## src/rtl/seg_xlate_pkg.sv

```systemverilog
package seg_xlate_pkg;

    localparam int LIM_W     = 20;
    localparam int PAGE_BITS = 12;
    localparam int SEL_SHIFT = 4;
    localparam int DESC_LOG2 = 3;

    typedef enum logic [1:0] {
        FLT_NONE   = 2'd0,
        FLT_ABSENT = 2'd1,
        FLT_LIMIT  = 2'd2,
        FLT_PRIV   = 2'd3
    } fault_e;

    typedef enum logic [2:0] {
        ST_IDLE,
        ST_REQ_LO,
        ST_WAIT_LO,
        ST_REQ_HI,
        ST_WAIT_HI,
        ST_DONE
    } state_e;

    typedef struct packed {
        logic [12:0] idx;
        logic        tbl;
        logic [1:0]  rpl;
    } sel_t;

    typedef struct packed {
        logic [31:0]      base;
        logic [LIM_W-1:0] limit;
        logic             gran;
        logic             present;
        logic             code_data;
        logic [1:0]       dpl;
    } desc_t;

endpackage

```

## src/rtl/seg_sel_decode.sv

```systemverilog
module seg_sel_decode
    import seg_xlate_pkg::*;
#(
    parameter int AW = 32
) (
    input  logic [15:0]   sel,
    input  logic [AW-1:0] glb_base,
    input  logic [AW-1:0] loc_base,
    output logic [1:0]    rpl,
    output logic          is_null,
    output logic [AW-1:0] desc_addr
);
    localparam int IDX_W = 13;

    sel_t          s;
    logic [AW-1:0] tbl_base;
    logic [AW-1:0] offs;

    always_comb begin
        s         = sel_t'(sel);
        rpl       = s.rpl;
        is_null   = (s.idx == '0) && !s.tbl;
        tbl_base  = s.tbl ? loc_base : glb_base;
        offs      = AW'({s.idx, {DESC_LOG2{1'b0}}});
        desc_addr = tbl_base + offs;
    end

    logic unused_w;
    assign unused_w = ^{IDX_W};

endmodule

```

## src/rtl/seg_desc_check.sv

```systemverilog
module seg_desc_check
    import seg_xlate_pkg::*;
#(
    parameter int AW = 32
) (
    input  logic [31:0]   w_lo,
    input  logic [31:0]   w_hi,
    input  logic [AW-1:0] off,
    input  logic [1:0]    cpl,
    input  logic [1:0]    rpl,
    output fault_e        fault,
    output logic [AW-1:0] lin
);
    desc_t         d;
    logic [AW-1:0] eff_lim;
    logic          absent, priv_bad, over;

    always_comb begin
        d.base      = {w_hi[31:24], w_hi[7:0], w_lo[31:16]};
        d.limit     = {w_hi[19:16], w_lo[15:0]};
        d.gran      = w_hi[23];
        d.present   = w_hi[15];
        d.dpl       = w_hi[14:13];
        d.code_data = w_hi[12];
    end

    always_comb begin
        eff_lim  = d.gran ? AW'({d.limit, {PAGE_BITS{1'b1}}}) : AW'(d.limit);
        absent   = !d.present || !d.code_data;
        priv_bad = (cpl > d.dpl) || (rpl > d.dpl);
        over     = off > eff_lim;
        if (absent)        fault = FLT_ABSENT;
        else if (priv_bad) fault = FLT_PRIV;
        else if (over)     fault = FLT_LIMIT;
        else               fault = FLT_NONE;
        lin = (fault == FLT_NONE) ? AW'(d.base) + off : '0;
    end

    logic unused_bits;
    assign unused_bits = ^{w_hi[22:20], w_hi[11:8]};

endmodule

```

## src/rtl/seg_xlate_top.sv

```systemverilog
module seg_xlate_top
    import seg_xlate_pkg::*;
#(
    parameter int AW      = 32,
    parameter int REAL_AW = 20
) (
    input  logic          clk,
    input  logic          rst_n,
    input  logic          req_valid,
    input  logic          req_real_mode,
    input  logic [15:0]   req_sel,
    input  logic [AW-1:0] req_off,
    input  logic [1:0]    req_cpl,
    input  logic [AW-1:0] tbl_glb_base,
    input  logic [AW-1:0] tbl_loc_base,
    output logic          busy,
    output logic          mem_req_valid,
    input  logic          mem_req_ready,
    output logic [AW-1:0] mem_req_addr,
    input  logic          mem_rsp_valid,
    input  logic [31:0]   mem_rsp_data,
    output logic          rsp_valid,
    output logic [1:0]    rsp_fault,
    output logic [AW-1:0] rsp_lin
);
    localparam int HI_OFS = 4;

    state_e        state, nxt;
    logic          real_q, null_q;
    logic [15:0]   sel_q;
    logic [AW-1:0] off_q, daddr_q;
    logic [1:0]    cpl_q, rpl_q;
    logic [31:0]   wlo_q, whi_q;

    logic [1:0]    dec_rpl;
    logic          dec_null;
    logic [AW-1:0] dec_addr;
    fault_e        chk_fault;
    logic [AW-1:0] chk_lin;
    logic [REAL_AW-1:0] real_sum;

    seg_sel_decode #(.AW(AW)) u_dec (
        .sel       (req_sel),
        .glb_base  (tbl_glb_base),
        .loc_base  (tbl_loc_base),
        .rpl       (dec_rpl),
        .is_null   (dec_null),
        .desc_addr (dec_addr)
    );

    seg_desc_check #(.AW(AW)) u_chk_desc (
        .w_lo  (wlo_q),
        .w_hi  (whi_q),
        .off   (off_q),
        .cpl   (cpl_q),
        .rpl   (rpl_q),
        .fault (chk_fault),
        .lin   (chk_lin)
    );

    // state register
    always_ff @(posedge clk) begin
        if (!rst_n) state <= ST_IDLE;
        else        state <= nxt;
    end

    // next state
    always_comb begin
        nxt = state;
        unique case (state)
            ST_IDLE:    if (req_valid) nxt = (req_real_mode || dec_null) ? ST_DONE : ST_REQ_LO;
            ST_REQ_LO:  if (mem_req_ready) nxt = ST_WAIT_LO;
            ST_WAIT_LO: if (mem_rsp_valid) nxt = ST_REQ_HI;
            ST_REQ_HI:  if (mem_req_ready) nxt = ST_WAIT_HI;
            ST_WAIT_HI: if (mem_rsp_valid) nxt = ST_DONE;
            ST_DONE:    nxt = ST_IDLE;
            default:    nxt = ST_IDLE;
        endcase
    end

    // request and descriptor capture
    always_ff @(posedge clk) begin
        if (!rst_n) begin
            real_q  <= 1'b0;
            null_q  <= 1'b0;
            sel_q   <= '0;
            off_q   <= '0;
            cpl_q   <= '0;
            rpl_q   <= '0;
            daddr_q <= '0;
            wlo_q   <= '0;
            whi_q   <= '0;
        end else begin
            if (state == ST_IDLE && req_valid) begin
                real_q  <= req_real_mode;
                null_q  <= dec_null;
                sel_q   <= req_sel;
                off_q   <= req_off;
                cpl_q   <= req_cpl;
                rpl_q   <= dec_rpl;
                daddr_q <= dec_addr;
            end
            if (state == ST_WAIT_LO && mem_rsp_valid) wlo_q <= mem_rsp_data;
            if (state == ST_WAIT_HI && mem_rsp_valid) whi_q <= mem_rsp_data;
        end
    end

    assign real_sum = REAL_AW'({sel_q, {SEL_SHIFT{1'b0}}}) + off_q[REAL_AW-1:0];

    // outputs
    always_comb begin
        busy          = (state != ST_IDLE);
        mem_req_valid = (state == ST_REQ_LO) || (state == ST_REQ_HI);
        mem_req_addr  = (state == ST_REQ_HI) ? daddr_q + AW'(HI_OFS) : daddr_q;
        rsp_valid     = (state == ST_DONE);
        if (real_q) begin
            rsp_fault = FLT_NONE;
            rsp_lin   = AW'(real_sum);
        end else if (null_q) begin
            rsp_fault = FLT_ABSENT;
            rsp_lin   = '0;
        end else begin
            rsp_fault = chk_fault;
            rsp_lin   = chk_lin;
        end
    end

endmodule

```

## config.mk

```make
export PLATFORM = sky130hd
export DESIGN_NAME = seg_xlate_top
export DESIGN_NICKNAME = d
export VERILOG_FILES = /design/src/rtl/seg_xlate_pkg.sv /design/src/rtl/seg_sel_decode.sv /design/src/rtl/seg_desc_check.sv /design/src/rtl/seg_xlate_top.sv
export SDC_FILE = /design/constraint.sdc
export NUM_CORES = 1
export LEC_CHECK = 0
export BUFFER_PORTS_ARGS = -buffer_cell sky130_fd_sc_hd__buf_4
export CAP_MARGIN = 40
export CORE_MARGIN = 5
export CORE_UTILIZATION = 45
export DETAILED_ROUTE_END_ITERATION = 7
export PLACE_DENSITY = 0.7
export SYNTH_ARGS = -nofsm -noshare
export SYNTH_HDL_FRONTEND = slang
export SYNTH_HIERARCHICAL = 1
export SYNTH_SLANG_ARGS = --single-unit
```

## constraint.sdc

```tcl
create_clock -name clk -period 4.2 [get_ports clk]
set_input_delay 0.21 -clock clk [delete_from_list [all_inputs] [get_ports clk]]
set_output_delay 0.21 -clock clk [all_outputs]
set_load 0.02 [all_outputs]
```

==> summary.txt, run 1 <==
Placed design
  • Post-detailed-placement half-perimeter wirelength: 28170 um
  • Port Buf Inserts: 220
  • GP Congestion: 0.9068
  • Worst slack, placed: 0.4800 ns

Yosys
  • Mean post-synth cell area: 7.742 um^2
  • Mapped Nets: 1729
  • Syn Std Cell Area: 0.01144 mm^2
  • Warnings, synthesis: 6
  • Synth Instances: 1478

Final layout
  • Register area: 0.002923 mm^2
  • Area growth, synth to finish: 21.32%
  • Antenna diode count: 0
  • Share of cells above drive strength 1: 19.74%
  • Final Util: 55.29%
  • Filler instances: 2481
  • NumNets Final: 1900
  • Multi-input gate area: 0.008040 mm^2

CTS
  • Clock sink total: 146
  • Clk slew on worst S/H paths: 0.06 ns
  • CTS tree: yes
  • Clk_lat worst skew: 0.42 ns
  • CTS Root Cell: clkbuf_16
  • H-Tree Depth: 4
  • Hold-fix buffers, CTS: 0
  • Clock buffer count from CTS: 17
  • Max Buffers Root-to-Sink: 2

Drt
  • Via count of the routed design: 11.14k
  • WL met3: 2060 um
  • DRC: 0
  • Initial DRC Count: 783
  • Met2 wire len: 16600 um
  • Top sig layer: met4
  • Wire length on met1: 16150 um
  • DRT Pass-1 Iters: 6
  • DR WL/cell: 17.90 um
  • Via density: 5.592
  • Routed Antenna Nets: 0
  • Detailed Route WL: 35660 um

Power
  • Internal: 2.902 mW
  • P_sw: 1.441 mW
  • Power Density: 312.8 mW/mm^2
  • Combinational power share: 27.1%
  • Seq pwr share: 36.9%
  • Leakage: 5.941 nW
  • Switching Fraction: 33.18%
  • Peak supply drop: 0.2724 mV
  • Clock power frac: 36.0%

Timing
  • Final Setup Violations: 0
  • Crit path time final: 3.916 ns
  • TNS Setup: 0 ns
  • Clk_skew: 0.008482 ns
  • Final slew viol count: 0
  • FMAX: 255.3 MHz
  • Measured slew at the worst slew-check pin: 0.8721 ns
  • Final period util: 93.24%
  • Slew headroom: 41.86%
  • Final hold vios: 0
  • Unrepaired setup endpoints after global routing: false
  • Final worst slack: 0.2837 ns

Run status
  • Run status: finished, final reports clean

Critical path
  • WS Path Type: flip-flop to primary output
  • CP max FO: 33
  • CP Data Required Time: 3.99 ns
  • CP Capture Type: primary output
  • Critical path arrival: 3.71 ns
  • Worst Setup Start Kind: flip-flop

GRT
  • First-pass GRT wire length: 55700 um
  • Pin count of the biggest net entering global routing: 94
  • GRT Util Overall: 24.07%
  • Initial antenna violation count: 0
  • Remaining Overflow, GRT: 0
  • Vias in the first global route: 10.62k

Floorplanning
  • Die ar.: 0.02872 mm^2
  • # rows: 58
  • Die width: 169.5 um
  • I/O pin cnt: 221
  • Core ar.: 0.02511 mm^2
  • Starting Density: 45.57%
  • DIE HEIGHT: 169.5 um

Job
  • MaxCap Viol Count: 0

Min path
  • Worst hold path type: primary input to flip-flop
==> cell usage in the layout, fill, tap and decap left out, types with 8 or more instances in the layout <==
cell and instances:
a211oi_1 9, a21boi_0 130, a21boi_1 15, a21o_1 48, a21oi_1 78, a31oi_1 8, and2_1 24, and3_1 13
buf_4 230, clkbuf_16 17, dfxtp_1 146, ha_1 96, inv_1 21, mux2_2 20, mux2i_1 17, nand2_1 361
nand3_1 22, nand4_1 22, nor2_1 74, nor2b_1 11, nor3_1 12, o211ai_1 8, o21ai_0 39, xnor2_1 48
xor2_1 43
==> layout make-up <==
class,instances,share of cell area (%)
inverter,21,0.5678
sequential,146,21.05
timing repair buffer,235,13.13
tap,330,2.974
clock buffer,18,3.164
clock inverter,14,1.190
multi-input combinational,1228,57.92
==> per-stage QoR <==
stage	std cells	area [um^2]	power (mW)	hold WS [ns]
after floorplan	1478	11440	2.371	0.3448
after global placement	1956	13180	2.765	0.4442
after detailed placement	1960	13270	2.795	0.4581
after CTS	1992	13870	4.360	0.02036
after global routing	1992	13880	4.557	0.03143
final	1992	13880	4.342	0.03935
==> layer usage <==
| metal | up-vias | GRT usage [%] |
|---|---|---|
| met3 | 51 | 3.983 |
| met2 | 294 | 39.55 |
| li1 | 5535 | - |
| met1 | 5260 | 32.75 |
| met5 | - | 0 |
| met4 | 0 | 6.860 |
==> worst paths after layout <==
check,startpoint,to,slack (ns),depth (start not counted)
worst max register to register,state[2],daddr_q[0],1.77,5
worst max-delay path,whi_q[23],rsp_lin[17],0.28,15
worst min register to register,daddr_q[1],daddr_q[1],0.47,2
worst min-delay path,mem_rsp_data[9],wlo_q[9],0.04,3
==> registers in the layout, summed over array words and instances (netlist names) <==
signal / cells
state: 3
off_q: 32
daddr_q: 32
cpl_q: 2
real_q: 1
null_q: 1
whi_q: 25
rpl_q: 2
sel_q: 16
wlo_q: 32
==> power groups by stage <==
stage / Combinational [mW] / Clock, mW / Sequential, mW
after global placement: 1.13 / 0 / 1.63
final: 1.18 / 1.56 / 1.60
after global routing: 1.29 / 1.65 / 1.61
after CTS: 1.17 / 1.59 / 1.60
after floorplan: 0.795 / 0 / 1.58
after detailed placement: 1.16 / 0 / 1.63
==> repair_timing <==
action                                  CTS  global route
gates resized for setup                   0             2
endpoints found under the setup margin    0            17
buffers inserted                          0             0
==> worst max-delay path, stage by stage (launching register included) <==
cell and delay [ns]:
dfxtp_1 0.32, buf_6 0.26, nand2_1 0.10, ha_1 0.31, nand4_2 0.15, nor4_2 0.35, nand3_1 0.15, nor3b_1 0.16
a22o_1 0.22, or3_4 0.44, buf_8 0.19, buf_4 0.16, nor2_1 0.11, a22oi_1 0.09, nand3_1 0.10, buf_4 0.14
(Power assumes the default switching activity.)
==> run 2: changes to the inputs <==
--- a/config.mk
+++ b/config.mk
@@ -11,5 +11,6 @@
 export CORE_UTILIZATION = 45
 export DETAILED_ROUTE_END_ITERATION = 7
-export PLACE_DENSITY = 0.7
+export PLACE_DENSITY = 0.71
+export SLEW_MARGIN = 20
 export SYNTH_ARGS = -nofsm -noshare
 export SYNTH_HDL_FRONTEND = slang
==> constraint.sdc (replaced) <==
create_clock -name clk -period 4.2 [get_ports clk]
set_input_delay 0.42 -clock clk [delete_from_list [all_inputs] [get_ports clk]]
set_output_delay 0.42 -clock clk [all_outputs]
set_load 0.02 [all_outputs]
==> summary.txt, run 2 (synthesized netlist as in run 1, its figures left out) <==
Run status
  • Run status: finished, final reports clean (unchanged)

Drt
  • Via count of the routed design: 11.16k (was 11.14k)
  • WL met3: 2285 um (was 2060 um)
  • Detailed Route WL: 35870 um (was 35660 um)
  • Via density: 5.598 (was 5.592)
  • Met2 wire len: 16490 um (was 16600 um)
  • DRC: 0 (unchanged)
  • Initial DRC Count: 1007 (was 783)
  • Routed Antenna Nets: 0 (unchanged)
  • Wire length on met1: 15990 um (was 16150 um)
  • DR WL/cell: 18.00 um (was 17.90 um)
  • Top sig layer: met4 (unchanged)
  • DRT Pass-1 Iters: 5 (was 6)

GRT
  • Remaining Overflow, GRT: 0 (unchanged)
  • Pin count of the biggest net entering global routing: 99 (was 94)
  • First-pass GRT wire length: 56490 um (was 55700 um)
  • Vias in the first global route: 10.67k (was 10.62k)
  • Initial antenna violation count: 0 (unchanged)
  • GRT Util Overall: 24.47% (was 24.07%)

Timing
  • Final slew viol count: 0 (unchanged)
  • Crit path time final: 3.953 ns (was 3.916 ns)
  • TNS Setup: 0 ns (unchanged)
  • Final Setup Violations: 0 (unchanged)
  • Measured slew at the worst slew-check pin: 0.8911 ns (was 0.8721 ns)
  • Slew headroom: 40.51% (was 41.86%)
  • Final period util: 94.12% (was 93.24%)
  • FMAX: 253.0 MHz (was 255.3 MHz)
  • Clk_skew: 0.01091 ns (was 0.008482 ns)
  • Final hold vios: 0 (unchanged)

CTS
  • Clock buffer count from CTS: 17 (unchanged)
  • Clk_lat worst skew: 0.43 ns (was 0.42 ns)
  • H-Tree Depth: 4 (unchanged)
  • Clk slew on worst S/H paths: 0.07 ns (was 0.06 ns)
  • CTS Root Cell: clkbuf_16 (unchanged)
  • Max Buffers Root-to-Sink: 2 (unchanged)
  • CTS tree: yes (unchanged)
  • Clock sink total: 146 (unchanged)
  • Hold-fix buffers, CTS: 0 (unchanged)

Placed design
  • GP Congestion: 0.9630 (was 0.9068)
  • Post-detailed-placement half-perimeter wirelength: 28150 um (was 28170 um)
  • Port Buf Inserts: 220 (unchanged)

Floorplanning
  • Die ar.: 0.02872 mm^2 (unchanged)
  • I/O pin cnt: 221 (unchanged)
  • # rows: 58 (unchanged)
  • Starting Density: 45.57% (unchanged)
  • DIE HEIGHT: 169.5 um (unchanged)
  • Core ar.: 0.02511 mm^2 (unchanged)
  • Die width: 169.5 um (unchanged)

Final layout
  • Register area: 0.002924 mm^2 (was 0.002923 mm^2)
  • Multi-input gate area: 0.008049 mm^2 (was 0.008040 mm^2)
  • Most frequent cells in the layout: nand2_1, buf_4, dfxtp_1, a21boi_0, ha_1 (unchanged)
  • Share of cells above drive strength 1: 19.84% (was 19.74%)
  • Area growth, synth to finish: 21.55% (was 21.32%)
  • Commonest non-fill, non-tap cell in the layout: nand2_1 (unchanged)
  • Filler instances: 2465 (was 2481)
  • Antenna diode count: 0 (unchanged)
  • NumNets Final: 1901 (was 1900)
  • Largest regs: daddr_q (32), off_q (32), wlo_q (32) (unchanged)

Critical path
  • Worst path cell trace: buf_12 > nand2_1 > ha_1 > nand4_2 > nor4_4 > nand3_1 > nor3b_1 > a22o_1 > or3_4 > buf_4 > nor2_1 > a221oi_1 > o211ai_1 > buf_4 (was buf_6 > nand2_1 > ha_1 > nand4_2 > nor4_2 > nand3_1 > nor3b_1 > a22o_1 > or3_4 > buf_8 > buf_4 > nor2_1 > a22oi_1 > nand3_1 > buf_4)
  • CP Capture Type: primary output (unchanged)
  • Slowest CP cell: or3_4 (unchanged)
  • WS Path Type: flip-flop to primary output (unchanged)
  • CP max FO: 24 (was 33)
  • Max incr delay on CP: 0.39 ns (was 0.44 ns)
  • CP top delay family: simple AND/OR/NAND/NOR gates (unchanged)
  • Critical path arrival: 3.53 ns (was 3.71 ns)
  • CP Data Required Time: 3.78 ns (was 3.99 ns)
  • CP most frequent cell: buf_4
  • FF-to-FF Start: state[2] (unchanged)
  • Crit. Startpoint: whi_q[23] (unchanged)
  • Worst Setup Start Kind: flip-flop (unchanged)
  • Buf+Inv Stages, Crit Path: 3 (was 4)

Power
  • Total power: 4.369 mW (was 4.342 mW)
  • Power Density: 314.1 mW/mm^2 (was 312.8 mW/mm^2)
  • Leakage: 5.939 nW (was 5.941 nW)
  • Peak supply drop: 0.2632 mV (was 0.2724 mV)

Min path
  • Hold Path Origin: req_off[20] (was mem_rsp_data[9])
  • Worst hold path type: primary input to flip-flop (unchanged)

Job
  • MaxCap Viol Count: 0 (unchanged)
[run 2: layout make-up]
cell class | instances | share of cell area, %
sequential | 146 | 21.02
multi-input combinational | 1228 | 57.87
clock inverter | 14 | 1.205
inverter | 21 | 0.5668
clock buffer | 18 | 3.158
tap | 330 | 2.969
timing repair buffer | 236 | 13.21
[run 2: path summary, 6_finish.rpt]
kind                 endpoint  slack [ns]  cells past startpoint
setup reg to reg     sel_q[5]        1.93                      5
hold reg to reg     whi_q[15]        0.46                      2
setup / recovery  rsp_lin[18]        0.25                     14
hold / removal      off_q[20]        0.24                      3
[run 2: report_power, final]
| group | total, mW | internal, mW | switching, mW |
|---|---|---|---|
| sequential | 1.61 | 1.48 | 0.131 |
| clock | 1.58 | 0.911 | 0.665 |
| combinational | 1.18 | 0.516 | 0.666 |
| total | 4.37 | 2.91 | 1.46 |
[run 2: per-layer routing]
metal / vias to the layer above / GRT usage, %
li1: 5523 / -
met5: - / 0
met4: 0 / 8.120
met3: 72 / 4.612
met1: 5208 / 32.44
met2: 354 / 40.24
[run 2: worst min-delay path: stages]
cell and delay, ns:
buf_4 0.11, nand2_1 0.04, a21boi_0 0.06
[run 2: repair_timing]
item | in CTS | in global routing
buffers inserted | 0 | 0
resized for setup | 0 | 6
endpoints found under the setup margin | 0 | 26
[run 2: through the flow]
| stage | instance area (um^2) | util (%) | hold slack, ns | cells | setup WS [ns] |
|---|---|---|---|---|---|
| after floorplan | 11440 | - | 0.4354 | 1478 | 0.6695 |
| after global placement | 13190 | 52.54 | 0.4423 | 1957 | 0.5784 |
| after detailed placement | 13220 | 52.66 | 0.4581 | 1959 | 0.4915 |
| after CTS | 13830 | 55.07 | 0.2235 | 1991 | 0.01375 |
| after global routing | 13910 | 55.39 | 0.2335 | 1993 | -0.005173 |
| final | 13910 | 55.39 | 0.2390 | 1993 | 0.2469 |
==> run 3: changes to the inputs <==
Settings changed: ABC_AREA set to 1, SYNTH_HIERARCHICAL 1 to unset.
==> summary.txt, run 3 <==
Critical path
  • CP most frequent cell: nand2_1 (was buf_4)
  • Buf+Inv Stages, Crit Path: 3 (unchanged)
  • CP max FO: 27 (was 24)
  • CP Capture Type: primary output (unchanged)
  • Max incr delay on CP: 0.47 ns (was 0.39 ns)
  • WS Path Type: flip-flop to primary output (unchanged)
  • FF-to-FF Start: state[1] (was state[2])
  • Worst reg2reg path endpoint: daddr_q[2] (was sel_q[5])
  • Register-to-register setup slack: 1.97 ns (was 1.93 ns)
  • Slowest CP cell: dfxtp_1 (was or3_4)
  • CP Data Required Time: 3.78 ns (about the same)
  • Worst reg-to-reg path cell count: 7 (was 5)
  • Worst path cell trace: clkinv_1 > nand2_1 > o21ai_0 > ha_1 > a21oi_1 > nand2_1 > nand2_1 > nand3_1 > a21oi_1 > nand2_1 > nand2_1 > buf_4 > nand3_1 > nor2_1 > buf_4 (was buf_12 > nand2_1 > ha_1 > nand4_2 > nor4_4 > nand3_1 > nor3b_1 > a22o_1 > or3_4 > buf_4 > nor2_1 > a221oi_1 > o211ai_1 > buf_4)
  • CP top delay family: simple AND/OR/NAND/NOR gates (unchanged)
  • Crit. Startpoint: whi_q[23] (unchanged)
  • Critical path arrival: 3.23 ns (was 3.53 ns)
  • Worst Setup Start Kind: flip-flop (unchanged)

Yosys
  • Mapped Nets: 2129 (was 1729)
  • Count leader, synth: nand2_1
  • Mean post-synth cell area: 6.223 um^2 (was 7.742 um^2)
  • EDFF count, synth: 0
  • Post-synth top cells: nand2_1, inv_1, nor2_1, a21oi_1, dfxtp_1
  • Post-synth top flop: dfxtp_1
  • Syn Std Cell Area: 0.01169 mm^2 (was 0.01144 mm^2)
  • Cell accounting for the most synthesized area: dfxtp_1
  • Async SR Flop Fraction: 0%
  • Synth Instances: 1878 (was 1478)
  • Area contributors post-synth: dfxtp_1, nand2_1, ha_1
  • Sequential cell area fraction in the yosys report: 24.67%
  • Yosys reg bits: 144
  • Share of the synthesized area in the top cell type: 24.67%
  • Synth unique cells: 45
  • Warnings, synthesis: 0 (was 6)

Min path
  • Worst hold path type: primary input to flip-flop (unchanged)
  • Hold Path Origin: mem_rsp_data[11] (was req_off[20])
  • Hold Path Depth: 3 (unchanged)
  • Worst hold endpoint: wlo_q[11] (was off_q[20])

Final layout
  • Area growth, synth to finish: 21.70% (was 21.55%)
  • Final instance area: 0.01422 mm^2 (was 0.01391 mm^2)
  • Final Util: 55.05% (was 55.39%)
  • Most frequent cells in the layout: nand2_1, inv_1, buf_4, nor2_1, a21oi_1 (was nand2_1, buf_4, dfxtp_1, a21boi_0, ha_1)
  • Filler instances: 2643 (was 2465)
  • Commonest non-fill, non-tap cell in the layout: nand2_1 (unchanged)
  • NumNets Final: 2318 (was 1901)
  • Share of cells above drive strength 1: 14.66% (was 19.84%)
  • Largest regs: daddr_q (32), off_q (32), wlo_q (32) (unchanged)
  • Antenna diode count: 0 (unchanged)

Timing
  • Clk_skew: 0.009628 ns (was 0.01091 ns)
  • Final Setup Violations: 0 (unchanged)
  • Crit path time final: 3.654 ns (was 3.953 ns)
  • Slew headroom: 41.31% (was 40.51%)
  • Unrepaired setup endpoints after global routing: false
  • Final slew viol count: 0 (unchanged)
  • TNS Setup: 0 ns (unchanged)
  • Final hold vios: 0 (unchanged)
  • Measured slew at the worst slew-check pin: 0.8771 ns (was 0.8911 ns)
  • FMAX: 273.7 MHz (was 253.0 MHz)
  • Final period util: 87.00% (was 94.12%)

Floorplanning
  • Die ar.: 0.02929 mm^2 (was 0.02872 mm^2)
  • Starting Density: 45.23% (was 45.57%)
  • # rows: 59 (was 58)
  • Core ar.: 0.02584 mm^2 (was 0.02511 mm^2)
  • I/O pin cnt: 221 (unchanged)
  • DIE HEIGHT: 171.2 um (was 169.5 um)
  • Die width: 171.2 um (was 169.5 um)

CTS
  • Hold-fix buffers, CTS: 0 (unchanged)
  • Clock sink total: 144 (was 146)
  • Max Buffers Root-to-Sink: 2 (unchanged)
  • Setup Fix Bufs, Post-CTS: 0 (unchanged)
  • H-Tree Depth: 4 (unchanged)
  • CTS Root Cell: clkbuf_16 (unchanged)
  • CTS tree: yes (unchanged)
  • Clk slew on worst S/H paths: 0.06 ns (was 0.07 ns)
  • Post_cts resized: 0 (unchanged)
  • Clk_lat worst skew: 0.42 ns (was 0.43 ns)
  • Clock buffer count from CTS: 17 (unchanged)

GRT
  • Vias in the first global route: 11.98k (was 10.67k)
  • First-pass GRT wire length: 63800 um (was 56490 um)
  • GRT Util Overall: 27.59% (was 24.47%)
  • Remaining Overflow, GRT: 0 (unchanged)
  • Pin count of the biggest net entering global routing: 87 (was 99)
  • Initial antenna violation count: 0 (unchanged)

Job
  • MaxCap Viol Count: 0 (unchanged)

Power
  • Combinational power share: 47.5% (was 27.0%)
  • Clock power frac: 22.0% (was 36.1%)
  • Power Density: 483.5 mW/mm^2 (was 314.1 mW/mm^2)
  • Leakage: 7.282 nW (was 5.939 nW)
  • Seq pwr share: 30.5% (was 36.9%)
  • P_sw: 3.116 mW (was 1.461 mW)
  • Total power: 6.877 mW (was 4.369 mW)
  • Peak supply drop: 0.8327 mV (was 0.2632 mV)
  • Switching Fraction: 45.31% (was 33.44%)
  • Internal: 3.761 mW (was 2.908 mW)

Drt
  • DRC: 0 (unchanged)
  • Initial DRC Count: 1190 (was 1007)
  • DR WL/cell: 17.06 um (was 18.00 um)
  • Via count of the routed design: 12.93k (was 11.16k)
  • Detailed Route WL: 41210 um (was 35870 um)
  • Routed Antenna Nets: 0 (unchanged)
  • Via density: 5.353 (was 5.598)
  • DRT Pass-1 Iters: 5 (unchanged)

Placed design
  • Post-detailed-placement half-perimeter wirelength: 33100 um (was 28150 um)
  • GP Congestion: 0.9463 (was 0.9630)
  • DP Area: 0.01361 mm^2 (was 0.01322 mm^2)
  • Port Buf Inserts: 220 (unchanged)

Run status
  • Run status: finished, final reports clean (unchanged)
-- run 3: through the flow --
step / hold slack [ns] / cells / setup WS [ns]
final: 0.2169 / 2415 / 0.5461
after detailed placement: 0.4451 / 2382 / 1.008
after CTS: 0.2059 / 2414 / 0.5391
after global placement: 0.4368 / 2380 / 1.100
after floorplan: 0.4274 / 1878 / 1.243
after global routing: 0.2269 / 2415 / 0.2108
-- run 3: power by group through the flow --
| stage | clock (mW) | sequential (mW) | combinational [mW] |
|---|---|---|---|
| 3_3_place_gp | 0 | 2.10 | 3.11 |
| 6_report | 1.51 | 2.10 | 3.27 |
| 2_1_floorplan | 0 | 1.91 | 2.20 |
| 5_1_grt | 1.59 | 2.12 | 3.64 |
| 3_5_place_dp | 0 | 2.11 | 3.19 |
| 4_1_cts | 1.53 | 2.08 | 3.21 |
-- run 3: layout make-up --
type	count	area, um^2	area share, %
clock buffers	18	429.2	3.018
clock inverters	14	153.9	1.082
inverters	240	900.9	6.334
multi-input cells	1432	7635	53.68
flip-flops and latches	144	2883	20.27
well taps	335	419.2	2.947
repair buffers	232	1802	12.67
-- run 3: routing by layer --
layer | wire length, um | track usage [%] | share of wire (%) | vias to the layer above
li1 | - | - | - | 6498
met5 | 0 | 0 | 0 | -
met1 | 19210 | 40.86 | 47 | 5919
met3 | 3189 | 3.928 | 7.7 | 48
met4 | 704 | 6.132 | 1.7 | 0
met2 | 18100 | 42.58 | 44 | 462
-- run 3: worst max path at each step --
stage | endpoint | cells past startpoint
finish | rsp_lin[24] | 15
global placement | rsp_lin[23] | 14
detailed placement | rsp_lin[31] | 14
global route | rsp_lin[20] | 17
CTS | rsp_lin[31] | 14
floorplan | rsp_fault[1] | 13
-- run 3: worst register-to-register path, delay by kind of cell, from the launching register on --
| family | cells | cell delay, ns |
|---|---|---|
| AO/OA/AOI/OAI | 2 | 0.26 |
| buffers and inverters | 3 | 1.05 |
| flip-flops | 1 | 0.36 |
| AND/OR/NAND/NOR | 2 | 0.49 |
-- run 3: cells by family (layout without fill, tap and decap cells) --
family                   count (synthesis)  count (layout)  synth area share, %
buffers and inverters                  302             504                10.04
flip-flops                             144             144                24.67
AO/OA/AOI/OAI                          349             349                15.79
XOR/XNOR                                61              61                4.572
adder cells (fa/ha/maj)                 99              99                10.79
multiplexers                            19              19                1.756
AND/OR/NAND/NOR                        904             904                32.38
